===== config.mk =====
export PLATFORM = sky130hd
export DESIGN_NAME = codec_init_seq
export DESIGN_NICKNAME = d
export VERILOG_FILES = /design/src/rtl/codec_init_pkg.sv /design/src/rtl/cis_delay_timer.sv /design/src/rtl/cis_reg_rom.sv /design/src/rtl/codec_init_seq.sv
export SDC_FILE = /design/constraint.sdc
export NUM_CORES = 1
export LEC_CHECK = 0
export BUFFER_PORTS_ARGS = -buffer_cell sky130_fd_sc_hd__buf_4
export CAP_MARGIN = 20
export CELL_PAD_IN_SITES_DETAIL_PLACEMENT = 1
export CELL_PAD_IN_SITES_GLOBAL_PLACEMENT = 1
export CORE_MARGIN = 2
export CORE_UTILIZATION = 40
export CTS_CLUSTER_DIAMETER = 60
export CTS_CLUSTER_SIZE = 24
export DETAILED_ROUTE_END_ITERATION = 7
export GPL_TIMING_DRIVEN = 0
export HOLD_SLACK_MARGIN = 0.08
export MAX_ROUTING_LAYER = met4
export PLACE_DENSITY = 0.76
export SYNTH_ARGS = -nofsm -noshare
export SYNTH_HDL_FRONTEND = slang
export SYNTH_HIERARCHICAL = 1
export SYNTH_SLANG_ARGS = --single-unit

===== constraint.sdc =====
create_clock -name clk -period 3.2 [get_ports clk]
set_input_delay 0.16 -clock clk [delete_from_list [all_inputs] [get_ports clk]]
set_output_delay 0.16 -clock clk [all_outputs]
set_load 0.02 [all_outputs]

===== src/rtl/codec_init_pkg.sv =====
package codec_init_pkg;

  typedef enum logic [2:0] {
    ST_HOLD   = 3'd0,
    ST_SETTLE = 3'd1,
    ST_WRITE  = 3'd2,
    ST_LOCK   = 3'd3,
    ST_READY  = 3'd4
  } seq_state_e;

  typedef struct packed {
    logic [7:0] addr;
    logic [7:0] data;
  } reg_write_t;

  // Round a duration in nanoseconds up to whole clock cycles, minimum one.
  function automatic longint unsigned ns_to_cycles(input longint unsigned ns,
                                                   input longint unsigned hz);
    longint unsigned c;
    c = (ns * hz + 64'd999_999_999) / 64'd1_000_000_000;
    if (c == 64'd0) c = 64'd1;
    return c;
  endfunction

  function automatic longint unsigned max2(input longint unsigned a,
                                           input longint unsigned b);
    return (a > b) ? a : b;
  endfunction

endpackage


===== src/rtl/cis_delay_timer.sv =====
module cis_delay_timer #(
  parameter int          W       = 8,
  parameter logic [W-1:0] RST_VAL = '0
) (
  input  logic         clk,
  input  logic         rst_n,
  input  logic         load,
  input  logic [W-1:0] load_val,
  output logic         expired
);

  logic [W-1:0] cnt_q;
  logic [W-1:0] cnt_d;
  logic         cnt_en;

  always_comb begin
    cnt_en = load || (cnt_q != '0);
    cnt_d  = load ? load_val : (cnt_q - W'(1));
  end

  always_ff @(posedge clk or negedge rst_n) begin
    if (!rst_n) begin
      cnt_q <= RST_VAL;
    end else if (cnt_en) begin
      cnt_q <= cnt_d;
    end
  end

  assign expired = (cnt_q == '0);

  // a running wait drops by exactly one per cycle, no skips
  a_r2_count_step: assert property (@(posedge clk) disable iff (!rst_n)
    (!load && cnt_q != '0) |=> (cnt_q == $past(cnt_q) - W'(1)));

  // an expired counter stays expired until reloaded
  a_r9_count_rest: assert property (@(posedge clk) disable iff (!rst_n)
    (!load && cnt_q == '0) |=> (cnt_q == '0));

endmodule


===== src/rtl/cis_reg_rom.sv =====
module cis_reg_rom
  import codec_init_pkg::*;
#(
  parameter int               NUM_WR    = 4,
  parameter int               IDX_W     = 2,
  parameter logic [NUM_WR*8-1:0] ADDR_PACK = '0,
  parameter logic [NUM_WR*8-1:0] DATA_PACK = '0
) (
  input  logic [IDX_W-1:0] idx,
  output reg_write_t       entry
);

  reg_write_t tbl [NUM_WR];

  for (genvar g = 0; g < NUM_WR; g++) begin : g_entry
    assign tbl[g].addr = ADDR_PACK[g*8 +: 8];
    assign tbl[g].data = DATA_PACK[g*8 +: 8];
  end

  always_comb begin
    entry = '0;
    for (int i = 0; i < NUM_WR; i++) begin
      if (idx == IDX_W'(i)) entry = tbl[i];
    end
  end

endmodule


===== src/rtl/codec_init_seq.sv =====
module codec_init_seq
  import codec_init_pkg::*;
#(
  parameter longint unsigned CLK_HZ          = 64'd50_000_000,
  parameter longint unsigned HOLD_NS         = 64'd150,
  parameter longint unsigned SETTLE_REG_NS   = 64'd10_000_000,
  parameter longint unsigned SETTLE_NOREG_NS = 64'd1_000_000,
  parameter longint unsigned LOCK_BCLK_NS    = 64'd2_000_000,
  parameter longint unsigned LOCK_FCLK_NS    = 64'd40_000_000,
  parameter int              NUM_WR          = 4,
  // entry 0 in the low byte; the last entry must be the PLL enable
  parameter logic [NUM_WR*8-1:0] ROM_ADDR = {8'h01, 8'h05, 8'h03, 8'h01},
  parameter logic [NUM_WR*8-1:0] ROM_DATA = {8'h05, 8'h22, 8'h38, 8'h04}
) (
  input  logic       clk,
  input  logic       rst_n,
  input  logic       restart,
  input  logic       ldo_en,
  input  logic       ref_frame,
  output logic       codec_pd_n,
  output logic       wr_valid,
  input  logic       wr_ready,
  output logic [7:0] wr_addr,
  output logic [7:0] wr_data,
  output logic       init_done
);

  localparam longint unsigned C_HOLD   = ns_to_cycles(HOLD_NS, CLK_HZ);
  localparam longint unsigned C_SET_R  = ns_to_cycles(SETTLE_REG_NS, CLK_HZ);
  localparam longint unsigned C_SET_N  = ns_to_cycles(SETTLE_NOREG_NS, CLK_HZ);
  localparam longint unsigned C_LOCK_B = ns_to_cycles(LOCK_BCLK_NS, CLK_HZ);
  localparam longint unsigned C_LOCK_F = ns_to_cycles(LOCK_FCLK_NS, CLK_HZ);
  localparam longint unsigned C_MAX    =
    max2(max2(C_HOLD, C_SET_R), max2(max2(C_SET_N, C_LOCK_B), C_LOCK_F));
  localparam int CNT_W = $clog2(C_MAX + 64'd1);
  localparam int IDX_W = (NUM_WR > 1) ? $clog2(NUM_WR) : 1;

  localparam logic [CNT_W-1:0] HOLD_M1   = CNT_W'(C_HOLD - 64'd1);
  localparam logic [CNT_W-1:0] SET_R_M1  = CNT_W'(C_SET_R - 64'd1);
  localparam logic [CNT_W-1:0] SET_N_M1  = CNT_W'(C_SET_N - 64'd1);
  localparam logic [CNT_W-1:0] LOCK_B_M1 = CNT_W'(C_LOCK_B - 64'd1);
  localparam logic [CNT_W-1:0] LOCK_F_M1 = CNT_W'(C_LOCK_F - 64'd1);
  localparam logic [IDX_W-1:0] LAST_IDX  = IDX_W'(NUM_WR - 1);

  seq_state_e       state_q, state_d;
  logic [IDX_W-1:0] idx_q, idx_d;
  logic             idx_en;
  logic             tmr_load;
  logic [CNT_W-1:0] tmr_val;
  logic             tmr_expired;
  reg_write_t       cur_entry;

  // next-state logic
  always_comb begin
    state_d  = state_q;
    idx_d    = idx_q;
    tmr_load = 1'b0;
    tmr_val  = HOLD_M1;
    if (restart) begin
      state_d  = ST_HOLD;
      idx_d    = '0;
      tmr_load = 1'b1;
      tmr_val  = HOLD_M1;
    end else begin
      unique case (state_q)
        ST_HOLD: begin
          if (tmr_expired) begin
            state_d  = ST_SETTLE;
            tmr_load = 1'b1;
            tmr_val  = ldo_en ? SET_R_M1 : SET_N_M1;
          end
        end
        ST_SETTLE: begin
          if (tmr_expired) begin
            state_d = ST_WRITE;
            idx_d   = '0;
          end
        end
        ST_WRITE: begin
          if (wr_ready) begin
            if (idx_q == LAST_IDX) begin
              state_d  = ST_LOCK;
              tmr_load = 1'b1;
              tmr_val  = ref_frame ? LOCK_F_M1 : LOCK_B_M1;
            end else begin
              idx_d = idx_q + IDX_W'(1);
            end
          end
        end
        ST_LOCK: begin
          if (tmr_expired) state_d = ST_READY;
        end
        ST_READY: state_d = ST_READY;
        default:  state_d = ST_HOLD;
      endcase
    end
  end

  assign idx_en = (idx_d != idx_q);

  // state registers
  always_ff @(posedge clk or negedge rst_n) begin
    if (!rst_n) begin
      state_q <= ST_HOLD;
    end else begin
      state_q <= state_d;
    end
  end

  always_ff @(posedge clk or negedge rst_n) begin
    if (!rst_n) begin
      idx_q <= '0;
    end else if (idx_en) begin
      idx_q <= idx_d;
    end
  end

  cis_delay_timer #(
    .W       (CNT_W),
    .RST_VAL (HOLD_M1)
  ) u_timer (
    .clk      (clk),
    .rst_n    (rst_n),
    .load     (tmr_load),
    .load_val (tmr_val),
    .expired  (tmr_expired)
  );

  cis_reg_rom #(
    .NUM_WR    (NUM_WR),
    .IDX_W     (IDX_W),
    .ADDR_PACK (ROM_ADDR),
    .DATA_PACK (ROM_DATA)
  ) u_rom (
    .idx   (idx_q),
    .entry (cur_entry)
  );

  // outputs decoded from registered state
  assign codec_pd_n = (state_q != ST_HOLD);
  assign wr_valid   = (state_q == ST_WRITE);
  assign init_done  = (state_q == ST_READY);
  assign wr_addr    = cur_entry.addr;
  assign wr_data    = cur_entry.data;

  // restart forces power-down and silences the request port next cycle
  a_r1_restart_pd: assert property (@(posedge clk) disable iff (!rst_n)
    restart |=> (!codec_pd_n && !wr_valid && !init_done));

  // no request or ready flag while the codec is powered down
  a_r2_quiet_in_pd: assert property (@(posedge clk) disable iff (!rst_n)
    !codec_pd_n |-> (!wr_valid && !init_done));

  // a pending request holds its address and data
  a_r6_hold_req: assert property (@(posedge clk) disable iff (!rst_n)
    (wr_valid && !wr_ready && !restart) |=>
      (wr_valid && $stable(wr_addr) && $stable(wr_data)));

  // ready flag is sticky until restart
  a_r9_done_sticky: assert property (@(posedge clk) disable iff (!rst_n)
    (init_done && !restart) |=> init_done);

  // no write request once initialized
  a_r9_no_req_done: assert property (@(posedge clk) disable iff (!rst_n)
    init_done |-> !wr_valid);

  // the lock wait is entered only from the last write handshake
  a_r5_lock_after_last: assert property (@(posedge clk) disable iff (!rst_n)
    (state_q == ST_WRITE && wr_ready && idx_q == LAST_IDX && !restart)
      |=> (state_q == ST_LOCK));

endmodule


Word level (Yosys, flattened, before mapping)
Cells that the tools add are included.

Flip-flop bits (word level): 26. Latch bits: 0. RAM bits: 0. Bits in read-only memories: 0. Input port bits: 6. Output and inout bits: 19. Memories kept: 0.

Add/subtract/negate cells: 2. Multipliers: 0. Div/mod/pow operators: 0. Order comparisons: 0. Equality and inequality tests: 13. Shifts and indexed selects: 0. Mux-type cells: 29. Bitwise operators: 0. Reduce and logical (&&, ||, !) cells: 7.

Operator list (count): two-way mux 21 bit (5); case mux 21 bit (2 select lines) (1); two-way mux 19 bit (2); two-way mux 11 bit (2); logical NOT 21 bit (1); nonzero test 21 bit (1); subtractor 21 x 1 -> 21 bit (second input constant) (1); two-way mux 3 bit (6); case mux 3 bit (5 select lines) (1); two-way mux 10 bit (1); two-way mux 9 bit (1); != test 3 bit (second input constant) (3); two-way mux 2 bit (4); == test 3 x 2 -> 1 bit (second input constant) (2); != test 3 x 2 -> 1 bit (second input constant) (2); AND reduction 5 bit (1); == test 2 bit (second input constant) (2); two-way mux 1 bit (4); case mux 2 bit (2 select lines) (1); == test 3 x 1 -> 1 bit (second input constant) (1); == test 3 bit (second input constant) (1); logical NOT 3 bit (1); nonzero test 3 bit (1); adder 2 x 1 -> 2 bit (second input constant) (1); other kinds (5) (5).

Logic depth before layout (Yosys ltp)
Gate-level depths: netlist of run 1.

Depth in word-level cells: 6. Mapped depth: 10.

Hierarchy
Netlist of run 1, hierarchy kept.

Modules (own cells, without submodules): cis_delay_timer (instances 1, cells an instance 124, area an instance 1261.2 um^2, sequential area each 529.3 um^2); codec_init_seq (instances 1, cells an instance 53, area an instance 516.7 um^2, sequential area each 125.1 um^2); cis_reg_rom (instances 1, cells an instance 19, area an instance 146.4 um^2, sequential area each 0.0 um^2).

Worst setup path after synthesis of run 1
OpenSTA, ideal clock, no wires.

Path type: flip-flop to flip-flop. Start point: register u_timer.cnt_q[7]. End point: register u_timer.cnt_q[14]. Setup time: 95 ps. Arrival: 2899 ps. Path slack: 206 ps. Cell stages (with the launch flop): 10. Clock period less this slack: 2994 ps. Path through: dfrtp_1 > nor4_4 > nand4b_4 > nor3_1 > or4b_4 > o211ai_1 > clkbuf_1 > clkbuf_1 > nand2_1 > o31ai_1.

Word-level cells in the longest chain between the ends: 5.

Ends and longest elaborated chain: start: declaration (line cis_delay_timer.sv:12) `logic [W-1:0] cnt_q;`; start signal: assignment (line cis_delay_timer.sv:25) `cnt_q <= cnt_d;`; logical NOT 21 bit * (line cis_delay_timer.sv:29) `assign expired = (cnt_q == '0);`; named net tmr_expired (line codec_init_seq.sv:50) `logic tmr_expired;`; two-way mux 1 bit * (line codec_init_seq.sv:67) `if (tmr_expired) begin`; case mux 1 bit (2 select lines) * (line codec_init_seq.sv:65) `unique case (state_q)`; two-way mux 1 bit * (line codec_init_seq.sv:59) `if (restart) begin`; named net tmr_load (line codec_init_seq.sv:48) `logic tmr_load;`; two-way mux 21 bit / logical OR 1 bit (equally long branches) (line cis_delay_timer.sv:18, cis_delay_timer.sv:17).

The timed path passes the listed nets; every way through them passes the cells marked *. A chain may end at the register's enable or synchronous reset.

Final worst setup path of run 1
Start point: register u_timer.cnt_q[3]. End point: register u_timer.cnt_q[6].

Same word-level chain as after synthesis.

==> out/metrics.cfg, run 1 <==
[worst_hold_path]
hold_start=restart
hold_class=in -> reg
holdPathStages=4
hold_end=u_timer/cnt_q[7]

[detailed_routing]
dr.pass1.iters=4
viasPerCell=5.48
wl_mm=4.76
antenna_left=0
drcViolationCount=0
routedWlPerCell_microns=16.8
vias=1552
drtIter0Drc=57

[clock_tree]
cts_tree=built
cts-root-buf=clkbuf_8
clk_latency_ns=0.28
clk_pin_slew_ns=0.10
cts_sinks=26
h-tree-depth=1
clockBufferDepth=2
cts_inserted_buffers=3

[finish]
fill_cells=534
utilization=0.483
nNetsFinal=242
drive_above_1_share=0.293
area_growth_pct=17.8
antennaDiodeCount=0

[worst_setup_path]
critical-path-max-stage-delay_ns=0.56
cp_num_buf_inv=1
reg2reg_from=u_timer/cnt_q[3]
critPathArrivalTime_ns=3.23
cp_slowest_cell=or4b_4
path_delay_family=simple AND/OR/NAND/NOR gates
crit_start=u_timer/cnt_q[3]
regToRegSetupSlack_ns=0.13
cp.required_ns=3.36
path_max_fanout=7
path_cells=nor4_4 -> nand3b_1 -> nor3_4 -> or4b_4 -> o211ai_1 -> inv_1 -> and3_1 -> a21oi_1 -> o41ai_1
critPathKind=reg -> reg
end_kind=register
reg2reg_to=u_timer/cnt_q[6]
cp-start-kind=register
ff2ff_path_depth=9

[global_route]
grt_max_degree=27
grt_pass1_vias=1584
antenna_found_initial=0
grt_pass1_wl_mm=7.87
grtUsageTotal=0.196
grt_overflow_total=0

[timing]
fin_ws_ns=0.125
tightestPinTransition_ns=0.633
fmax_mhz=325
slew_headroom=0.574
fin_crit_sh=0.961
finalHoldViolations=0
setup_viol=0
fin_crit_ns=3.07
rsz0062_at_grt=no
slew_violations=0
skew_ns=0.00379

[synthesis]
synth-seq-cells=26
synthArstFlopShare=1.00
yosysWarnings=6
ys.flop_type=dfrtp_1
synth_edf_count=0
synthCells=196
ys_seq_area_frac=0.340
yosysUniqueCellTypes=58
synth_area_sq_um=1920
avgSynthCellArea_sq_um=9.82

[pwr]
p_total_mw=1.15
switching_share=0.364
clockPowerShare=0.245
powerDensity_nw_per_um2=508
p_int_mw=0.733
p_leak_nw=1.08
vdd_drop_max_uv=244
power_frac_seq=0.389
comb_power_share=0.365
power.switching_mw=0.419

[floorplanning]
pin_count=25
die_area_sq_um=5380
coreArea_sq_um=4690
start_util=0.410
die_x_microns=73.4
dieHeight_microns=73.4
rows=25

[outcome]
status=completed

[place]
portBuffers=17
post-place-ws_ns=-0.698
gp_congestion=0.820
place_hpwl_mm=3.46

[flow_run]
maxCapViolations=0

## worst reg2reg max path: stages (launching register included)
cell	delay, ns
dfrtp_1	0.44
nor4_4	0.33
nand3b_1	0.27
nor3_4	0.36
or4b_4	0.56
o211ai_1	0.24
inv_1	0.26
and3_1	0.24
a21oi_1	0.15
o41ai_1	0.11
## cells in the final DEF (no fill, tap or decap), types with 5 or more instances in the layout
master	synthesis	layout
inv_1	8	8
nor4_1	6	6
o31ai_1	8	8
xor2_1	7	7
a21oi_1	5	5
conb_1	3	12
ha_1	6	6
a22o_1	7	7
nand2_1	14	14
a21o_1	5	5
dfrtp_1	23	23
buf_4	11	31
nor2_1	10	10
xnor2_1	9	9
## worst max path at each step
stage	end	slack, ns	depth (start not counted)
6_report	u_timer/cnt_q[6]	0.13	9
5_1_grt	u_timer/cnt_q[4]	0.004	9
4_1_cts	u_timer/cnt_q[4]	0.05	9
3_5_place_dp	u_timer/cnt_q[4]	-0.70	9
3_3_place_gp	u_timer/cnt_q[4]	-0.60	9
2_1_floorplan	u_timer/cnt_q[14]	0.21	9
## registers in the layout (all words and copies together), names as in the netlist
| signal | count |
|---|---|
| state_q | 3 |
| u_timer/cnt_q | 21 |
| idx_q | 2 |
## Yosys cell counts, drive strengths merged (4+ instances only)
library cell	n	share of area
nand2	14	0.027
a21oi	5	0.013
nor2	11	0.025
dfrtp	23	0.30
a22o	8	0.037
inv	8	0.016
ha	6	0.039
xnor2	9	0.041
buf	14	0.054
or3	4	0.016
nor3	8	0.035
nor4	10	0.055
and2	4	0.013
xor2	7	0.032
o31ai	8	0.031
a21o	6	0.024
o21ai	4	0.010
## cell type report
| class | count | area [sq um] | area share |
|---|---|---|---|
| inverters | 9 | 38.8 | 0.0171 |
| plain buffers | 17 | 120 | 0.0530 |
| clock inverters | 1 | 30.0 | 0.0133 |
| repair buffers | 20 | 153 | 0.0674 |
| multi-input cells | 153 | 1160 | 0.512 |
| flip-flops and latches | 26 | 654 | 0.289 |
| clock buffers | 3 | 41.3 | 0.0182 |
| well taps | 54 | 67.6 | 0.0298 |
## through the flow
step	setup TNS, ns	area (sq um)	hold WS [ns]	cells
final	0	2270	0.183	283
after CTS	0	2270	0.173	283
after floorplan	0	1960	-0.136	205
after detailed placement	-7.58	2150	0.0932	276
after global routing	0	2270	0.195	283
after global placement	-6.49	2150	0.0923	276
## routing by layer
metal  vias up  part of all wire  GRT usage
met1       762              0.47      0.256
met4         0             0.015     0.0545
met3         7             0.024     0.0233
li1        758                 -          -
met5         -                 0          -
met2        25              0.49      0.323
## cell families (layout without fill, tap and decap cells)
group,Yosys count,count (layout),share of synthesized area
AND/OR/NAND/NOR,71,71,0.260
AO/OA/AOI/OAI,44,44,0.181
flip-flops,26,26,0.340
buffers and inverters,26,50,0.0800
XOR/XNOR,16,16,0.0728
adder cells (fa/ha/maj),6,6,0.0390
multiplexers,4,4,0.0215
other,3,12,0.00585
## power groups by stage
stage,combinational [mW],clock [mW],sequential (mW)
final,0.421,0.283,0.448
after global routing,0.460,0.301,0.456
after CTS,0.419,0.288,0.448
after detailed placement,0.386,0,0.454
after global placement,0.374,0,0.451
after floorplan,0.293,0,0.440
## what timing repair did
| action | CTS | global route |
|---|---|---|
| resized for setup | 5 | 1 |
| hold buffers | 1 | 0 |
| hold endpoints to repair | 26 | 0 |
| setup endpoints to repair | 21 | 8 |
| gates cloned | 0 | 0 |
| pin swaps | 3 | 1 |
| buffers inserted | 2 | 0 |
Power figures use the tool's default switching activity.
==> run 2, diff against run 1 <==
--- a/config.mk
+++ b/config.mk
@@ -16,8 +16,8 @@
 export DETAILED_ROUTE_END_ITERATION = 7
 export GPL_TIMING_DRIVEN = 0
 export HOLD_SLACK_MARGIN = 0.08
-export MAX_ROUTING_LAYER = met4
 export PLACE_DENSITY = 0.76
+export SKIP_CTS_REPAIR_TIMING = 1
 export SYNTH_ARGS = -nofsm -noshare
 export SYNTH_HDL_FRONTEND = slang
 export SYNTH_HIERARCHICAL = 1
==> out/metrics.cfg, run 2 (synthesis results as in run 1) <==
[finish]
drive_above_1_share=0.302
final_common_cell=buf_4
antennaDiodeCount=0
largest_register_ffs=21
mostFrequentLayoutCells=34 x buf_4, 23 x dfrtp_1, 14 x nand2_1
nNetsFinal=245
finalNonFillerCells=286
utilization=0.488
regMostFlops=u_timer/cnt_q
area_growth_pct=18.9
reg_top3=u_timer/cnt_q: 21 flops, state_q: 3 flops, idx_q: 2 flops

[timing]
fin_crit_sh=0.981
fin_crit_ns=3.14
slew_headroom=0.576
slew_violations=0
tightestPinTransition_ns=0.630
skew_ns=0.00338
setup_viol=0
finalHoldViolations=0
fmax_mhz=319

[worst_setup_path]
regToRegSetupSlack_ns=0.06
cp_num_buf_inv=1
critical-path-max-stage-delay_ns=0.56
critPathArrivalTime_ns=3.30
path_cells=nor4_4 -> nand3b_1 -> nor3_4 -> or4b_4 -> o211ai_1 -> inv_1 -> and3_1 -> a21oi_1 -> o41ai_1
critPathKind=reg -> reg
cp_slowest_cell=or4b_4
path_delay_family=simple AND/OR/NAND/NOR gates
cp-start-kind=register
path_max_fanout=7
cp.required_ns=3.36
end_kind=register

[place]
dp.cells=276
gp_congestion=0.808
portBuffers=17
place_hpwl_mm=3.46

[pwr]
switching_share=0.361
p_int_mw=0.745
p_leak_nw=1.09
powerDensity_nw_per_um2=509
power.switching_mw=0.420
vdd_drop_max_uv=373
power_frac_seq=0.385
clockPowerShare=0.243
comb_power_share=0.372

[clock_tree]
clk_latency_ns=0.28
cts-root-buf=clkbuf_8
cts_sinks=26
clk_pin_slew_ns=0.10
h-tree-depth=1
clockBufferDepth=2
cts_tree=built
cts_inserted_buffers=3

[floorplanning]
start_util=0.410
pin_count=25
die_area_sq_um=5380
rows=25
die_x_microns=73.4
dieHeight_microns=73.4
coreArea_sq_um=4690

[global_route]
grt_pass1_wl_mm=7.79
antenna_found_initial=0
grtUsageTotal=0.188
grt_overflow_total=0
grt_max_degree=27
grt_pass1_vias=1574

[detailed_routing]
wl_met1_mm=2.22
dr.pass1.iters=4
wl_met2_mm=2.38
antenna_left=0
top_layer=met4
routedWlPerCell_microns=16.7
wl_mm=4.77
drtIter0Drc=55
vias=1572
drcViolationCount=0
wl_met3_microns=124
viasPerCell=5.50

[outcome]
status=completed

[flow_run]
maxCapViolations=0

[worst_hold_path]
hold_class=in -> reg

run 2: cell count changes in the layout (fill, tap and decap cells not counted), sizes merged:
cell | before | now
buf | 34 | 37
run 2: final cells by class:
type | count | area, sq um
Timing Repair Buffer | 23 | 175
Clock inverter | 1 | 30.0
Sequential cell | 26 | 654
Clock buffer | 3 | 41.3
Tap cell | 54 | 67.6
Fill cell | 538 | 2400
Multi-Input combinational cell | 153 | 1160
Inverter | 9 | 38.8
Buffer | 17 | 120
run 2: final timing paths:
kind                                   from           endpoint  cells after the start
max reg2reg                u_timer/cnt_q[3]   u_timer/cnt_q[6]                      9
min reg2reg                u_timer/cnt_q[2]   u_timer/cnt_q[2]                      2
max                        u_timer/cnt_q[3]   u_timer/cnt_q[6]                      9
min                                 restart   u_timer/cnt_q[7]                      4
min in group asynchronous             rst_n  u_timer/cnt_q[12]                      2
max in group asynchronous             rst_n   u_timer/cnt_q[2]                      2
run 2: through the flow:
stage	power (mW)	setup WS, ns	hold slack [ns]	cell area (sq um)	TNS, ns
4_1_cts	1.13	-0.726	-0.219	2220	-8.25
3_3_place_gp	0.825	-0.596	0.0923	2150	-6.49
2_1_floorplan	0.734	0.206	-0.136	1960	0
6_report	1.17	0.0605	0.188	2290	0
5_1_grt	1.23	-0.0444	0.197	2290	-0.0828
3_5_place_dp	0.840	-0.698	0.0932	2150	-7.58
run 2: per-layer routing:
| layer | track usage | vias up |
|---|---|---|
| li1 | - | 762 |
| met1 | 0.251 | 774 |
| met2 | 0.324 | 32 |
| met3 | 0.0219 | 4 |
| met4 | 0.0465 | 0 |
| met5 | 0 | - |
run 2: tightest hold or removal path: cells and delay by family:
family,cells,cell delay [ns]
buf+inv,1,0.09
simple gates,2,0.14
compound gates,1,0.05
run 2: power groups by stage:
stage | clock, mW | combinational [mW] | sequential [mW]
2_1_floorplan | 0 | 0.293 | 0.440
3_3_place_gp | 0 | 0.374 | 0.451
3_5_place_dp | 0 | 0.386 | 0.454
4_1_cts | 0.288 | 0.390 | 0.448
5_1_grt | 0.300 | 0.472 | 0.457
6_report | 0.284 | 0.434 | 0.448
==> run 3, diff against run 2 <==
--- a/config.mk
+++ b/config.mk
@@ -10,13 +10,13 @@
 export CELL_PAD_IN_SITES_DETAIL_PLACEMENT = 1
 export CELL_PAD_IN_SITES_GLOBAL_PLACEMENT = 1
 export CORE_MARGIN = 2
-export CORE_UTILIZATION = 40
+export CORE_UTILIZATION = 45
 export CTS_CLUSTER_DIAMETER = 60
 export CTS_CLUSTER_SIZE = 24
 export DETAILED_ROUTE_END_ITERATION = 7
 export GPL_TIMING_DRIVEN = 0
 export HOLD_SLACK_MARGIN = 0.08
-export PLACE_DENSITY = 0.76
+export PLACE_DENSITY = 0.81
 export SKIP_CTS_REPAIR_TIMING = 1
 export SYNTH_ARGS = -nofsm -noshare
 export SYNTH_HDL_FRONTEND = slang
==> constraint.sdc (replaced) <==
create_clock -name clk -period 3.3 [get_ports clk]
set_input_delay 0.165 -clock clk [delete_from_list [all_inputs] [get_ports clk]]
set_output_delay 0.165 -clock clk [all_outputs]
set_load 0.02 [all_outputs]
==> out/metrics.cfg, run 3 (synthesis results as in run 1) <==
[global_route]
antenna_found_initial=0
grt_pass1_vias=1691
grt_max_degree=27
grt_pass1_wl_mm=8.80
grtUsageTotal=0.228
grt_overflow_total=0

[worst_setup_path]
crit_end=u_timer/cnt_q[6]
crit_start=u_timer/cnt_q[9]
crit_cells=9
regToRegSetupSlack_ns=0.18
path_max_fanout=7
cp_num_buf_inv=1
end_kind=register
critPathKind=reg -> reg
cp.required_ns=3.46
critPathArrivalTime_ns=3.28
path_cells=nor4_4 -> nand4b_4 -> nor3_4 -> or4b_4 -> o211ai_1 -> inv_1 -> and3_1 -> a21oi_1 -> o41ai_1
ff2ff_path_depth=9
reg2reg_to=u_timer/cnt_q[6]
path_delay_family=simple AND/OR/NAND/NOR gates
critical-path-max-stage-delay_ns=0.55
cp-start-kind=register
cp_slowest_cell=or4b_4
reg2reg_from=u_timer/cnt_q[9]

[finish]
area_growth_pct=18.3
utilization=0.561
mostFrequentLayoutCells=33 x buf_4, 23 x dfrtp_1, 14 x nand2_1
design_area_sq_um=2280
regMostFlops=u_timer/cnt_q
drive_above_1_share=0.299
antennaDiodeCount=0
final_common_cell=buf_4
nNetsFinal=244
reg_top3=u_timer/cnt_q: 21 flops, state_q: 3 flops, idx_q: 2 flops
largest_register_ffs=21

[timing]
tightestPinTransition_ns=0.708
slew_violations=0
fin_ws_ns=0.179
fmax_mhz=320
skew_ns=0.00207
finalHoldViolations=0
rsz0062_at_grt=no
fin_crit_sh=0.946
slew_headroom=0.523
fin_crit_ns=3.12
setup_viol=0
finalSetupTns_ns=0

[clock_tree]
clockBufferDepth=2
cts_sinks=26
cts-root-buf=clkbuf_8
cts_tree=built
clk_latency_ns=0.28
clk_pin_slew_ns=0.09
cts_inserted_buffers=3
h-tree-depth=1

[pwr]
p_total_mw=1.14
p_int_mw=0.720
power_frac_seq=0.387
comb_power_share=0.372
powerDensity_nw_per_um2=499
clockPowerShare=0.241
vdd_drop_max_uv=235
p_leak_nw=1.09
switching_share=0.366
power.switching_mw=0.416

[outcome]
status=completed

[detailed_routing]
vias=1601
drtIter0Drc=44
dr.pass1.iters=5
wl_mm=5.26
antenna_left=0
drcViolationCount=0
routedWlPerCell_microns=18.7
viasPerCell=5.70

[worst_hold_path]
hold_class=in -> reg

[floorplanning]
pin_count=25
die_x_microns=69.4
start_util=0.474
die_area_sq_um=4820
dieHeight_microns=69.4
rows=23
coreArea_sq_um=4060

[flow_run]
maxCapViolations=0

[place]
gp_congestion=0.837
dpl_cell_area_sq_um=2150
post-place-ws_ns=-0.430
place_hpwl_mm=3.88
portBuffers=17

-- run 3: cell types whose count changed in the layout (fill, tap and decap cells not counted), sizes merged --
cell,change
buf,-1
-- run 3: worst register-to-register path, stage by stage (launching register included) --
cell	delay [ns]
dfrtp_1	0.43
nor4_4	0.45
nand4b_4	0.26
nor3_4	0.34
or4b_4	0.56
o211ai_1	0.24
inv_1	0.28
and3_1	0.25
a21oi_1	0.12
o41ai_1	0.09
-- run 3: per-stage QoR --
step / hold slack (ns) / cells
after global placement: 0.0975 / 272
after CTS: -0.211 / 276
final: 0.213 / 281
after detailed placement: 0.100 / 272
after floorplan: -0.131 / 205
after global routing: 0.229 / 281
-- run 3: cell type report --
cell class	count	area [sq um]
inverters	9	38.8
fillers	471	1780
well taps	50	62.6
flip-flops and latches	26	654
multi-input cells	153	1160
clock buffers	3	41.3
plain buffers	17	120
clock inverters	1	30.0
repair buffers	22	168
-- run 3: power groups by stage --
stage	sequential [mW]	combinational [mW]	clock, mW
6_report	0.440	0.423	0.273
3_5_place_dp	0.444	0.377	0
3_3_place_gp	0.437	0.356	0
4_1_cts	0.440	0.380	0.278
5_1_grt	0.447	0.461	0.296
2_1_floorplan	0.427	0.284	0
-- run 3: layer usage --
metal	share of wire	track usage	routed length, microns
met1	0.45	0.301	2380
met2	0.51	0.403	2680
met3	0.026	0.0218	136
met4	0.013	0.0545	66
met5	0	0	0
-- run 3: how the worst min path moves through the flow --
stage,endpoint,from,cells past startpoint
2_1_floorplan,idx_q[0],rst_n,0
3_3_place_gp,u_timer/cnt_q[8],rst_n,1
3_5_place_dp,u_timer/cnt_q[9],rst_n,1
4_1_cts,u_timer/cnt_q[13],rst_n,1
5_1_grt,u_timer/cnt_q[14],ldo_en,4
6_report,u_timer/cnt_q[14],ldo_en,4
